**src/rtl/therm_alert_pkg.sv**
```systemverilog
package therm_alert_pkg;

    localparam int TEMP_W = 8;
    localparam int ADDR_W = 7;

    typedef logic signed [TEMP_W-1:0] temp_t;

    typedef struct packed {
        logic high;
        logic low;
    } trip_t;

    typedef enum logic {
        LIM_LOWER = 1'b0,
        LIM_UPPER = 1'b1
    } lim_kind_e;

    localparam temp_t UPPER_AT_RESET = {1'b0, {(TEMP_W-1){1'b1}}};
    localparam temp_t LOWER_AT_RESET = {1'b1, {(TEMP_W-1){1'b0}}};

    function automatic trip_t evaluate(temp_t reading, temp_t upper, temp_t lower);
        trip_t t;
        t.high = (reading >= upper);
        t.low  = (reading <= lower);
        return t;
    endfunction

    function automatic logic [ADDR_W:0] ara_response(logic [ADDR_W-1:0] addr);
        return {addr, 1'b0};
    endfunction

endpackage

```
**src/rtl/therm_limit_regs.sv**
```systemverilog
module therm_limit_regs
    import therm_alert_pkg::*;
#(
    parameter int NUM_CORES = 2,
    parameter int SEL_W     = 2
) (
    input  logic                      clk,
    input  logic                      rst,
    input  logic                      wr_en,
    input  logic [SEL_W-1:0]          wr_sel,
    input  temp_t                     wr_data,
    output temp_t [NUM_CORES-1:0]     upper,
    output temp_t [NUM_CORES-1:0]     lower
);
    localparam int IDX_W = SEL_W - 1;

    lim_kind_e kind;
    assign kind = lim_kind_e'(wr_sel[0]);

    for (genvar c = 0; c < NUM_CORES; c++) begin : g_core
        logic hit;
        assign hit = wr_en && (wr_sel[SEL_W-1:1] == IDX_W'(c));

        always_ff @(posedge clk) begin
            if (rst) begin
                upper[c] <= UPPER_AT_RESET;
                lower[c] <= LOWER_AT_RESET;
            end else if (hit) begin
                if (kind == LIM_UPPER) upper[c] <= wr_data;
                else                   lower[c] <= wr_data;
            end
        end
    end
endmodule

```
**src/rtl/therm_core_cmp.sv**
```systemverilog
module therm_core_cmp
    import therm_alert_pkg::*;
(
    input  temp_t reading,
    input  temp_t upper,
    input  temp_t lower,
    output trip_t trip
);
    always_comb trip = evaluate(reading, upper, lower);
endmodule

```
**src/rtl/therm_status_flags.sv**
```systemverilog
module therm_status_flags #(
    parameter int NUM_CORES = 2
) (
    input  logic                 clk,
    input  logic                 rst,
    input  logic                 sample_valid,
    input  logic                 clr,
    input  logic [NUM_CORES-1:0] trip_hi,
    input  logic [NUM_CORES-1:0] trip_lo,
    output logic [NUM_CORES-1:0] hi_q,
    output logic [NUM_CORES-1:0] lo_q
);
    logic [NUM_CORES-1:0] hi_base, lo_base;
    assign hi_base = clr ? '0 : hi_q;
    assign lo_base = clr ? '0 : lo_q;

    always_ff @(posedge clk) begin
        if (rst) begin
            hi_q <= '0;
            lo_q <= '0;
        end else if (sample_valid) begin
            hi_q <= hi_base | trip_hi;
            lo_q <= lo_base | trip_lo;
        end else begin
            hi_q <= hi_base;
            lo_q <= lo_base;
        end
    end
endmodule

```
**src/rtl/therm_alert_ctrl.sv**
```systemverilog
module therm_alert_ctrl (
    input  logic clk,
    input  logic rst,
    input  logic sample_valid,
    input  logic any_trip,
    input  logic en_wr,
    input  logic en_data,
    input  logic ara_req,
    output logic en_q,
    output logic alert_n,
    output logic ara_ack
);
    logic pend_q;

    always_ff @(posedge clk) begin
        if (rst) begin
            en_q    <= 1'b0;
            pend_q  <= 1'b0;
            ara_ack <= 1'b0;
        end else begin
            ara_ack <= ara_req && pend_q;
            if (en_wr) en_q <= en_data;
            if (!en_q || (en_wr && !en_data))
                pend_q <= 1'b0;
            else if (sample_valid && any_trip)
                pend_q <= 1'b1;
            else if (ara_req)
                pend_q <= 1'b0;
        end
    end

    assign alert_n = ~pend_q;
endmodule

```
**src/rtl/therm_alert_top.sv**
```systemverilog
module therm_alert_top
    import therm_alert_pkg::*;
#(
    parameter int                NUM_CORES = 2,
    parameter logic [ADDR_W-1:0] DEV_ADDR  = 7'h4C,
    localparam int               IDX_W     = (NUM_CORES > 1) ? $clog2(NUM_CORES) : 1,
    localparam int               SEL_W     = IDX_W + 1
) (
    input  logic                        clk,
    input  logic                        rst,
    input  logic                        sample_valid,
    input  logic [NUM_CORES*TEMP_W-1:0] sample_temp,
    input  logic                        lim_wr_en,
    input  logic [SEL_W-1:0]            lim_wr_sel,
    input  logic [TEMP_W-1:0]           lim_wr_data,
    input  logic                        en_wr,
    input  logic                        en_data,
    input  logic                        status_clr,
    input  logic                        ara_req,
    output logic                        alert_n,
    output logic                        ara_ack,
    output logic [ADDR_W:0]             ara_byte,
    output logic [NUM_CORES-1:0]        status_hi,
    output logic [NUM_CORES-1:0]        status_lo
);
    temp_t [NUM_CORES-1:0] upper_lim, lower_lim;
    logic  [NUM_CORES-1:0] trip_hi, trip_lo;
    logic                  alert_en_q;

    therm_limit_regs #(.NUM_CORES(NUM_CORES), .SEL_W(SEL_W)) u_limits (
        .clk     (clk),
        .rst     (rst),
        .wr_en   (lim_wr_en),
        .wr_sel  (lim_wr_sel),
        .wr_data (temp_t'(lim_wr_data)),
        .upper   (upper_lim),
        .lower   (lower_lim)
    );

    for (genvar c = 0; c < NUM_CORES; c++) begin : g_cmp
        trip_t t;
        therm_core_cmp u_cmp (
            .reading (temp_t'(sample_temp[c*TEMP_W +: TEMP_W])),
            .upper   (upper_lim[c]),
            .lower   (lower_lim[c]),
            .trip    (t)
        );
        assign trip_hi[c] = t.high;
        assign trip_lo[c] = t.low;
    end

    therm_status_flags #(.NUM_CORES(NUM_CORES)) u_flags (
        .clk          (clk),
        .rst          (rst),
        .sample_valid (sample_valid),
        .clr          (status_clr),
        .trip_hi      (trip_hi),
        .trip_lo      (trip_lo),
        .hi_q         (status_hi),
        .lo_q         (status_lo)
    );

    therm_alert_ctrl u_ctrl (
        .clk          (clk),
        .rst          (rst),
        .sample_valid (sample_valid),
        .any_trip     (|{trip_hi, trip_lo}),
        .en_wr        (en_wr),
        .en_data      (en_data),
        .ara_req      (ara_req),
        .en_q         (alert_en_q),
        .alert_n      (alert_n),
        .ara_ack      (ara_ack)
    );

    assign ara_byte = ara_response(DEV_ADDR);
endmodule

```
**config.mk**
```make
export PLATFORM = sky130hd
export DESIGN_NAME = therm_alert_top
export DESIGN_NICKNAME = d
export VERILOG_FILES = /design/src/rtl/therm_alert_pkg.sv /design/src/rtl/therm_limit_regs.sv /design/src/rtl/therm_core_cmp.sv /design/src/rtl/therm_status_flags.sv /design/src/rtl/therm_alert_ctrl.sv /design/src/rtl/therm_alert_top.sv
export SDC_FILE = /design/constraint.sdc
export NUM_CORES = 1
export LEC_CHECK = 0
export ABC_AREA = 1
export BUFFER_PORTS_ARGS = -buffer_cell sky130_fd_sc_hd__buf_2
export CORE_AREA = 2 2 67 69
export DETAILED_ROUTE_END_ITERATION = 7
export DIE_AREA = 0 0 69 71
export PLACE_DENSITY = 0.8
export SLEW_MARGIN = 20
export SYNTH_ARGS = -nofsm -noshare
export SYNTH_HDL_FRONTEND = slang
export SYNTH_SLANG_ARGS = --single-unit
export TNS_END_PERCENT = 1
```
**constraint.sdc**
```tcl
create_clock -name clk -period 2.65 [get_ports clk]
set_input_delay 0.265 -clock clk [delete_from_list [all_inputs] [get_ports clk]]
set_output_delay 0.265 -clock clk [all_outputs]
set_load 0.005 [all_outputs]
```
# Word-level counts from Yosys, hierarchy flattened
# Cells that the tools add are included.
[totals] output_inout_bits=14 in_bits=34 word_cells=39 regBits=39
[classes] reduce_logical=15 magnitude_cmp=4 bitwise=5 n_mux=6
[ops] cell="8-bit greater-or-equal comparator" n=2
[ops] cell="8-bit <= comparator" n=2
[ops] cell="2-bit 2-to-1 mux" n=4
[ops] cell="2-bit AND reduction" n=4
[ops] cell="1-bit logical AND" n=5
[ops] cell="2-bit OR" n=2
[ops] cell="4-bit OR reduction" n=1
[ops] cell="1-bit NOT" n=3
[ops] cell="1-bit zero test" n=2
[ops] cell="1-bit 2-to-1 mux" n=2
[ops] cell="2-bit nonzero test" n=1
[ops] cell="2-bit OR reduction" n=1
[ops] cell="1-bit logical OR" n=1

# Longest topological paths before layout
# Gate-level depths: netlist (run 1).
[depth] word_depth=4 ltp_mapped=15 depth_no_buf=15

# Hierarchy
# From an unflattened synthesis (run 1), not the netlist that was laid out.
[unflattened] hier_cells=389 area_unflattened_um2=2606.2
[modules_own_cells] mod="therm_limit_regs" instances=1 seq_area_each_um2=640.6 cells_each=175 area_each_um2=1313.8
[modules_own_cells] mod="therm_core_cmp" instances=2 seq_area_each_um2=0.0 cells_each=82 area_each_um2=475.5
[modules_own_cells] mod="therm_status_flags" instances=1 seq_area_each_um2=80.1 cells_each=17 area_each_um2=133.9
[modules_own_cells] mod="therm_alert_ctrl" instances=1 seq_area_each_um2=60.1 cells_each=20 area_each_um2=128.9
[modules_own_cells] mod="therm_alert_top" instances=1 seq_area_each_um2=0.0 cells_each=13 area_each_um2=78.8

# Least setup slack after synthesis (run 1)
# OpenSTA, ideal clock, no wires.
[synth_timing] kind="reg2reg" startpoint="register u_limits.upper[15] (netlist bit)" endpoint="register u_ctrl.pend_q" n_path_buf=0 arrival_time_ns=1.342 setup_time_ns=0.114 synth_period_minus_slack_ns=1.456 required_time_ns=2.536 path_slack_ns=1.194 stages_incl_launch_ff=12 path_cell_list="dfxtp_1 > inv_1 > ha_1 > a21o_1 > nor2_2 > nand2_1 > nand2_1 > nand3_2 > nor2_1 > nand2_1 > nand2_1 > a21oi_2"
[synth_between] elab_chain_cells=4 elab_cells_between_ends=5 classes_between="order compare: 1; mux: 1; reduce/logical: 3"
[synth_rtl] element="start: declaration" line_no="therm_limit_regs.sv:12" text="output temp_t [NUM_CORES-1:0] upper,"
[synth_rtl] element="start signal: indexed assignment" line_no="therm_limit_regs.sv:29" text="if (kind == LIM_UPPER) upper[c] <= wr_data;"
[synth_rtl] element="8-bit greater-or-equal comparator *" line_no="therm_alert_pkg.sv:23" text="t.high = (reading >= upper);"
[synth_rtl] element="4-bit OR reduction *" line_no="therm_alert_top.sv:67" text=".any_trip (|{trip_hi, trip_lo}),"
[synth_rtl] element="1-bit logical AND *" line_no="therm_alert_ctrl.sv:25" text="else if (sample_valid && any_trip)"
[synth_rtl] element="1-bit 2-to-1 mux or 2-bit nonzero test (tied branches)"
[synth_rtl] element="end signal: assignment" line_no="therm_alert_ctrl.sv:24" text="pend_q <= 1'b0;"
[synth_rtl] element="end signal: assignment" line_no="therm_alert_ctrl.sv:26" text="pend_q <= 1'b1;"
[synth_rtl] element="end signal: assignment" line_no="therm_alert_ctrl.sv:28" text="pend_q <= 1'b0;"
[synth_rtl] element="end: declaration" line_no="therm_alert_ctrl.sv:13" text="logic pend_q;"
# Every way passes the cells marked *; elsewhere a longest branch is shown, timed or not.
# A chain may end at the register's enable or synchronous reset.

# Worst setup path in the final report (run 1)
# Same ends and word-level chain as after synthesis.

==> results of run 1 <==
-- worst max path at each step --
stage	startpoint	slack [ps]	end
final	u_limits.upper[15]	1020	u_ctrl.pend_q
after global routing	u_limits.lower[15]	870	u_ctrl.pend_q
after CTS	u_limits.lower[5]	1040	u_ctrl.pend_q
after detailed placement	sample_temp[15]	990	u_ctrl.pend_q
after global placement	sample_temp[7]	1030	u_ctrl.pend_q
after floorplan	u_limits.upper[15]	1190	u_ctrl.pend_q
-- synthesized netlist by cell type (all sizes together) --
| cell | n |
|---|---|
| nand2 | 64 |
| inv | 57 |
| dfxtp | 39 |
| a21oi | 35 |
| ha | 32 |
| o21ai | 24 |
| nor2 | 21 |
| buf | 14 |
| nand3 | 11 |
| o211ai | 7 |
| nand4 | 4 |
| a21o | 3 |
| nor3 | 3 |
| conb | 2 |
| clkbuf | 1 |
-- critical path: cells and delay by family, from the launching register on --
kind,cells,cell delay (ps)
AOI/OAI and AO/OA,2,250
adders and majority gates,1,320
buffers and inverters,1,50
DFF,1,310
and+or+nand+nor,7,590
-- state kept, by name, indices dropped and copies added, names as in the netlist --
signal	cells
u_ctrl.en_q	1
u_ctrl.ara_ack	1
u_limits.upper	16
u_flags.lo_q	2
u_limits.lower	16
u_ctrl.pend_q	1
u_flags.hi_q	2
-- area by class of cell --
class / instances / area (um^2)
clock buffers: 6 / 82.6
clock inverters: 2 / 35.0
multi-input cells: 212 / 1260
fillers: 397 / 1570
flip-flops and latches: 39 / 781
inverters: 57 / 214
well taps: 52 / 65.1
repair buffers: 39 / 195
-- through the flow --
stage / power [mW] / hold slack [ps] / instances / area (um^2) / setup slack (ps)
3_5_place_dp: 0.898 / 452 / 399 / 2520 / 989
3_3_place_gp: 0.885 / 446 / 399 / 2520 / 1030
6_report: 1.39 / 176 / 407 / 2640 / 1020
5_1_grt: 1.47 / 185 / 407 / 2640 / 872
2_1_floorplan: 0.824 / 359 / 323 / 2360 / 1190
4_1_cts: 1.40 / 173 / 407 / 2640 / 1040
-- logic make-up (layout without fill, tap and decap cells) --
logic type	count (synthesis)	after routing	share of synthesized area
flops	39	39	0.333
simple gates	103	103	0.197
buf+inv	72	104	0.136
other cells	2	8	0.00321
compound gates	69	69	0.160
fa+ha+maj	32	32	0.171
-- report_power, final --
part	switching (mW)	total, mW	internal [mW]
Clock	0.201	0.505	0.305
Sequential	0.0105	0.628	0.618
Combinational	0.156	0.257	0.101
-- layer usage --
layer / global-route usage / part of all wire / up-vias
li1: - / - / 1079
met1: 0.235 / 0.46 / 926
met2: 0.347 / 0.48 / 47
met3: 0.0413 / 0.046 / 11
met4: 0.0719 / 0.018 / 0
met5: 0 / 0 / -
==> impl_metrics.json, run 1 <==
{
  "fin_crit_sh": 0.614,
  "pwr_density_cell_mw_per_mm2": 527,
  "vias": 2063,
  "rr_worst_depth": 11,
  "max_freq_ghz": 0.615,
  "antenna_found_initial": 0,
  "syn_area_per_cell_um2": 7.39,
  "slowest_delay_ps": 320,
  "leakagePower_nw": 1.42,
  "relSlewSlack": 0.498,
  "antennaDiodeCount": 0,
  "drc": 0,
  "setup_viol": 0,
  "rsz0062_at_grt": "false",
  "cap_violations": 0,
  "numCtsBuffers": 5,
  "min_from": "en_wr",
  "layout_common_cells": "nand2_1 (63), inv_1 (57), buf_2 (39), dfxtp_1 (39), a21oi_1 (34)",
  "cp_cell_sequence": "inv_1, ha_1, a21o_1, nor2_2, nand2_1, nand2_1, nand3_2, nor2_1, nand2_1, nand2_1, a21oi_2",
  "r2r_start": "u_limits.upper[15]",
  "end_kind": "flop",
  "yosysSeqAreaShare": 0.333,
  "grt_max_degree": 28,
  "clk_latency_ps": 290,
  "gp_congestion": 0.850,
  "grt_pass1_vias": 1899,
  "fp.dieW_um": 69,
  "arrival_ps": 1810,
  "wl_per_cell_um": 11.4,
  "synth_top_area_frac": 0.333,
  "yosys.cell_types.count": 23,
  "worstMarginPinSlew_ps": 751,
  "crit_path_max_fanout": 4,
  "crit_path_top_delay_cell": "ha_1",
  "cts_root_buf": "clkbuf_8",
  "r2r_setup_slack_ps": 1020,
  "fp.dieH_um": 71,
  "skew_ps": 7.08,
  "rows": 24,
  "path_clk_slew_ps": 80,
  "cts_setup_buffers": 0,
  "cts_tree": "yes",
  "critPathKind": "flop to flop",
  "clk_path_buf_depth": 2,
  "cts_sinks": 39,
  "fin_util": 0.627,
  "synthTopCellsByArea": "dfxtp_1 (33%), ha_1 (17%), nand2_1 (10%)",
  "drtPass1Iterations": 4,
  "rr_endpoint": "u_ctrl.pend_q",
  "finalSetupTns_ps": 0,
  "cts_hold_buf": 0,
  "timing.critical_path.mode_cell": "nand2_1",
  "drive_above_1_share": 0.166,
  "dieArea_mm2": 0.00490,
  "whs_path_depth": 2,
  "ys_ff_latch": 39,
  "routed_wl_mm": 4.66,
  "nNetsFinal": 420,
  "yosys_warnings": 0,
  "htreeDepth": 2,
  "place_hpwl_mm": 3.76,
  "synth_top_cell_by_area": "dfxtp_1",
  "cp-start-kind": "flop",
  "worst-endpoint-required_ps": 2840,
  "io_pins": 48,
  "synthCells": 317,
  "status": "completed",
  "min_path_type": "primary input to flop",
  "grtUsageTotal": 0.196,
  "grt_first_pass_wirelength_mm": 7.92,
  "min_to": "u_ctrl.en_q",
  "finalHoldViolCount": 0,
  "mostFrequentLayoutCell": "nand2_1",
  "vias_per_cell": 5.07,
  "drv_slew": 0,
  "syn-cell-area_mm2": 0.00234,
  "initial_core_util": 0.557,
  "initialDrtViolationCount": 44,
  "ant_nets": 0,
  "syn_to_final_growth_pct": 12.6,
  "post_cts_resize_count": 0,
  "grt.overflow.total": 0,
  "portBuffers": 39,
  "vdd_ir_drop_max_mv": 0.282,
  "fin_crit_ps": 1630,
  "core_area_mm2": 0.00420
}
Note: power is estimated with default switching activity, not from simulation.
==> inputs of run 2 (changes only) <==
ABC_AREA = 0   (was 1)
CORE_AREA = 2 2 68 70   (was 2 2 67 69)
DIE_AREA = 0 0 70 72   (was 0 0 69 71)
PLACE_DENSITY = 0.77   (was 0.8)
clock period = 1.6 ns   (was 2.65 ns; I/O delays follow)
==> run 2 against run 1 <==
The run now ends with setup timing left. First-iteration DRC count increased by 140%. Clock-buffer cell count unchanged. Register-to-register slack got worse by 1200 ps. Die area increased by 2.9%. Clock skew increased by 0.78 ps. Non-clock buffer count increased by 19. Synthesized cell count decreased by 11%. Hold slack got worse by 48 ps. Utilization increased by 3.5 points. Synthesized area decreased by 0.91%. Combinational power increased by 69%.
==> impl_metrics.json, run 2 <==
{
  "grtUsageTotal": 0.205,
  "wl_per_cell_um": 12.8,
  "arrival_ps": 1920,
  "mostFrequentLayoutCell": "buf_2",
  "syn-cell-area_mm2": 0.00232,
  "drc": 0,
  "end_kind": "flop",
  "fin_crit_sh": 1.09,
  "violations": "setup timing",
  "place_hpwl_mm": 3.76,
  "hold_slack_ps": 128,
  "path_clk_slew_ps": 70,
  "numCtsBuffers": 5,
  "worst-endpoint-required_ps": 1780,
  "cts_tree": "yes",
  "ys_ff_latch": 39,
  "synthCells": 282,
  "rsz0062_at_grt": "true",
  "vdd_ir_drop_max_mv": 0.602,
  "clk_path_buf_depth": 2,
  "nFillCells": 375,
  "top_regs": "u_limits.lower x16, u_limits.upper x16",
  "grt_pass1_vias": 1771,
  "fin_crit_ps": 1740,
  "io_pins": 48,
  "portBuffers": 39,
  "finalSetupTns_ps": -244,
  "yosys.cell_types.count": 38,
  "setup_viol": 3,
  "initial_core_util": 0.544,
  "vias_per_cell": 5.13,
  "cts_sinks": 39,
  "setup_ws_ps": -140,
  "crit_path_max_fanout": 2,
  "vias": 1987,
  "synthTopCellsByCount": "dfxtp_1 (39), inv_1 (39), nor2_1 (36)",
  "pwr_density_cell_mw_per_mm2": 737,
  "drive_above_1_share": 0.257,
  "syn_area_per_cell_um2": 8.23,
  "finalHoldViolCount": 0,
  "dpl_cell_area_mm2": 0.00264,
  "grt.overflow.total": 0,
  "ant_nets": 0,
  "worstMarginPinSlew_ps": 517,
  "fin_util": 0.662,
  "nNetsFinal": 402,
  "syn_to_final_growth_pct": 21.7,
  "synth_enable_flop_cells": 0,
  "relSlewSlack": 0.655,
  "antenna_found_initial": 0,
  "fp.dieH_um": 72,
  "drv_slew": 0,
  "stdcell_area_mm2": 0.00282,
  "async_flop_share": 0,
  "skew_ps": 7.87,
  "gp_congestion": 0.831,
  "yosysSeqAreaShare": 0.336,
  "clk_latency_ps": 290,
  "layout_common_cells": "buf_2 (39), inv_1 (36), nor2_1 (36)",
  "cts_root_buf": "clkbuf_8",
  "synth_top_cell_by_area": "dfxtp_1",
  "dieArea_mm2": 0.00504,
  "initialDrtViolationCount": 105,
  "rows": 24,
  "htreeDepth": 2,
  "cap_violations": 0,
  "antennaDiodeCount": 0,
  "leakagePower_nw": 1.42,
  "grt_max_degree": 26,
  "critPathKind": "flop to flop",
  "p_total_mw": 2.08,
  "yosys_warnings": 0,
  "drtPass1Iterations": 4,
  "synthTopCellsByArea": "dfxtp_1 (34%), ha_1 (17%), inv_1 (6.3%)",
  "grt_first_pass_wirelength_mm": 8.16,
  "status": "finished, violations left",
  "synthFlopType": "dfxtp_1",
  "max_freq_ghz": 0.575,
  "routed_wl_mm": 4.95,
  "min_path_type": "primary input to flop",
  "synth_top_area_frac": 0.336,
  "fp.dieW_um": 70,
  "cp-start-kind": "flop",
  "core_area_mm2": 0.00426
}
[run 2: changes by cell type after synthesis, moves of 18 or more]
cell,before,now
nand2_1,63,27
a21oi_1,34,14
nor2_1,16,36
o21ai_0,24,5
inv_1,57,39
[run 2: cell type report]
type / count / area [um^2] / area share
clock buffer: 6 / 72.6 / 0.0257
inverter: 39 / 146 / 0.0518
multi-input combinational: 193 / 1410 / 0.501
sequential: 39 / 788 / 0.279
tap: 52 / 65.1 / 0.0230
timing repair buffer: 58 / 338 / 0.120
[run 2: what timing repair did]
item	in CTS	in global routing
pin swaps	3	1
setup buffers	1	0
endpoints found under the setup margin	4	5
gates resized for setup	13	8
gates cloned	0	0
hold buffers	0	0
[run 2: kinds of logic after synthesis]
logic type,count (synthesis),synth area share
buffers and inverters,56,0.106
AOI/OAI and AO/OA,48,0.143
DFF,39,0.336
adders and majority gates,32,0.173
and+or+nand+nor,96,0.200
muxes,9,0.0388
other,2,0.00324
[run 2: per-layer routing]
layer / GRT usage / routed length (um) / up-vias
li1: - / - / 1040
met1: 0.278 / 2260 / 890
met2: 0.334 / 2420 / 52
met3: 0.0403 / 232 / 5
met4: 0.0641 / 43 / 0
met5: 0 / 0 / -
[run 2: final timing paths]
kind,from,to,slack [ps],cells after the start
worst max-delay path,u_limits.upper[12],u_ctrl.pend_q,-140,7
worst min-delay path,lim_wr_data[4],u_limits.upper[12],130,2
worst max register to register,u_limits.upper[12],u_ctrl.pend_q,-140,7
worst min register to register,u_limits.upper[7],u_limits.upper[7],460,2
[run 2: critical path: stages, from the launching register on]
cell	delay (ps)
dfxtp_1	300
inv_1	110
ha_4	220
a211oi_2	240
o211ai_1	130
a31oi_1	250
nor2_1	100
o31a_1	290
[run 2: power by group]
part	internal [mW]	total [mW]	leakage, nW	switching, mW
sequential	1.01	1.03	0.321	0.0164
combinational	0.210	0.435	1.06	0.224
clock	0.291	0.617	0.0371	0.326
total	1.51	2.08	1.42	0.567
[run 2: per-stage QoR]
stage               worst slack [ps]  instances
floorplan                      -50.3        288
global placement                -124        380
detailed placement              -172        380
CTS                             -155        387
global route                    -213        387
finish                          -140        387
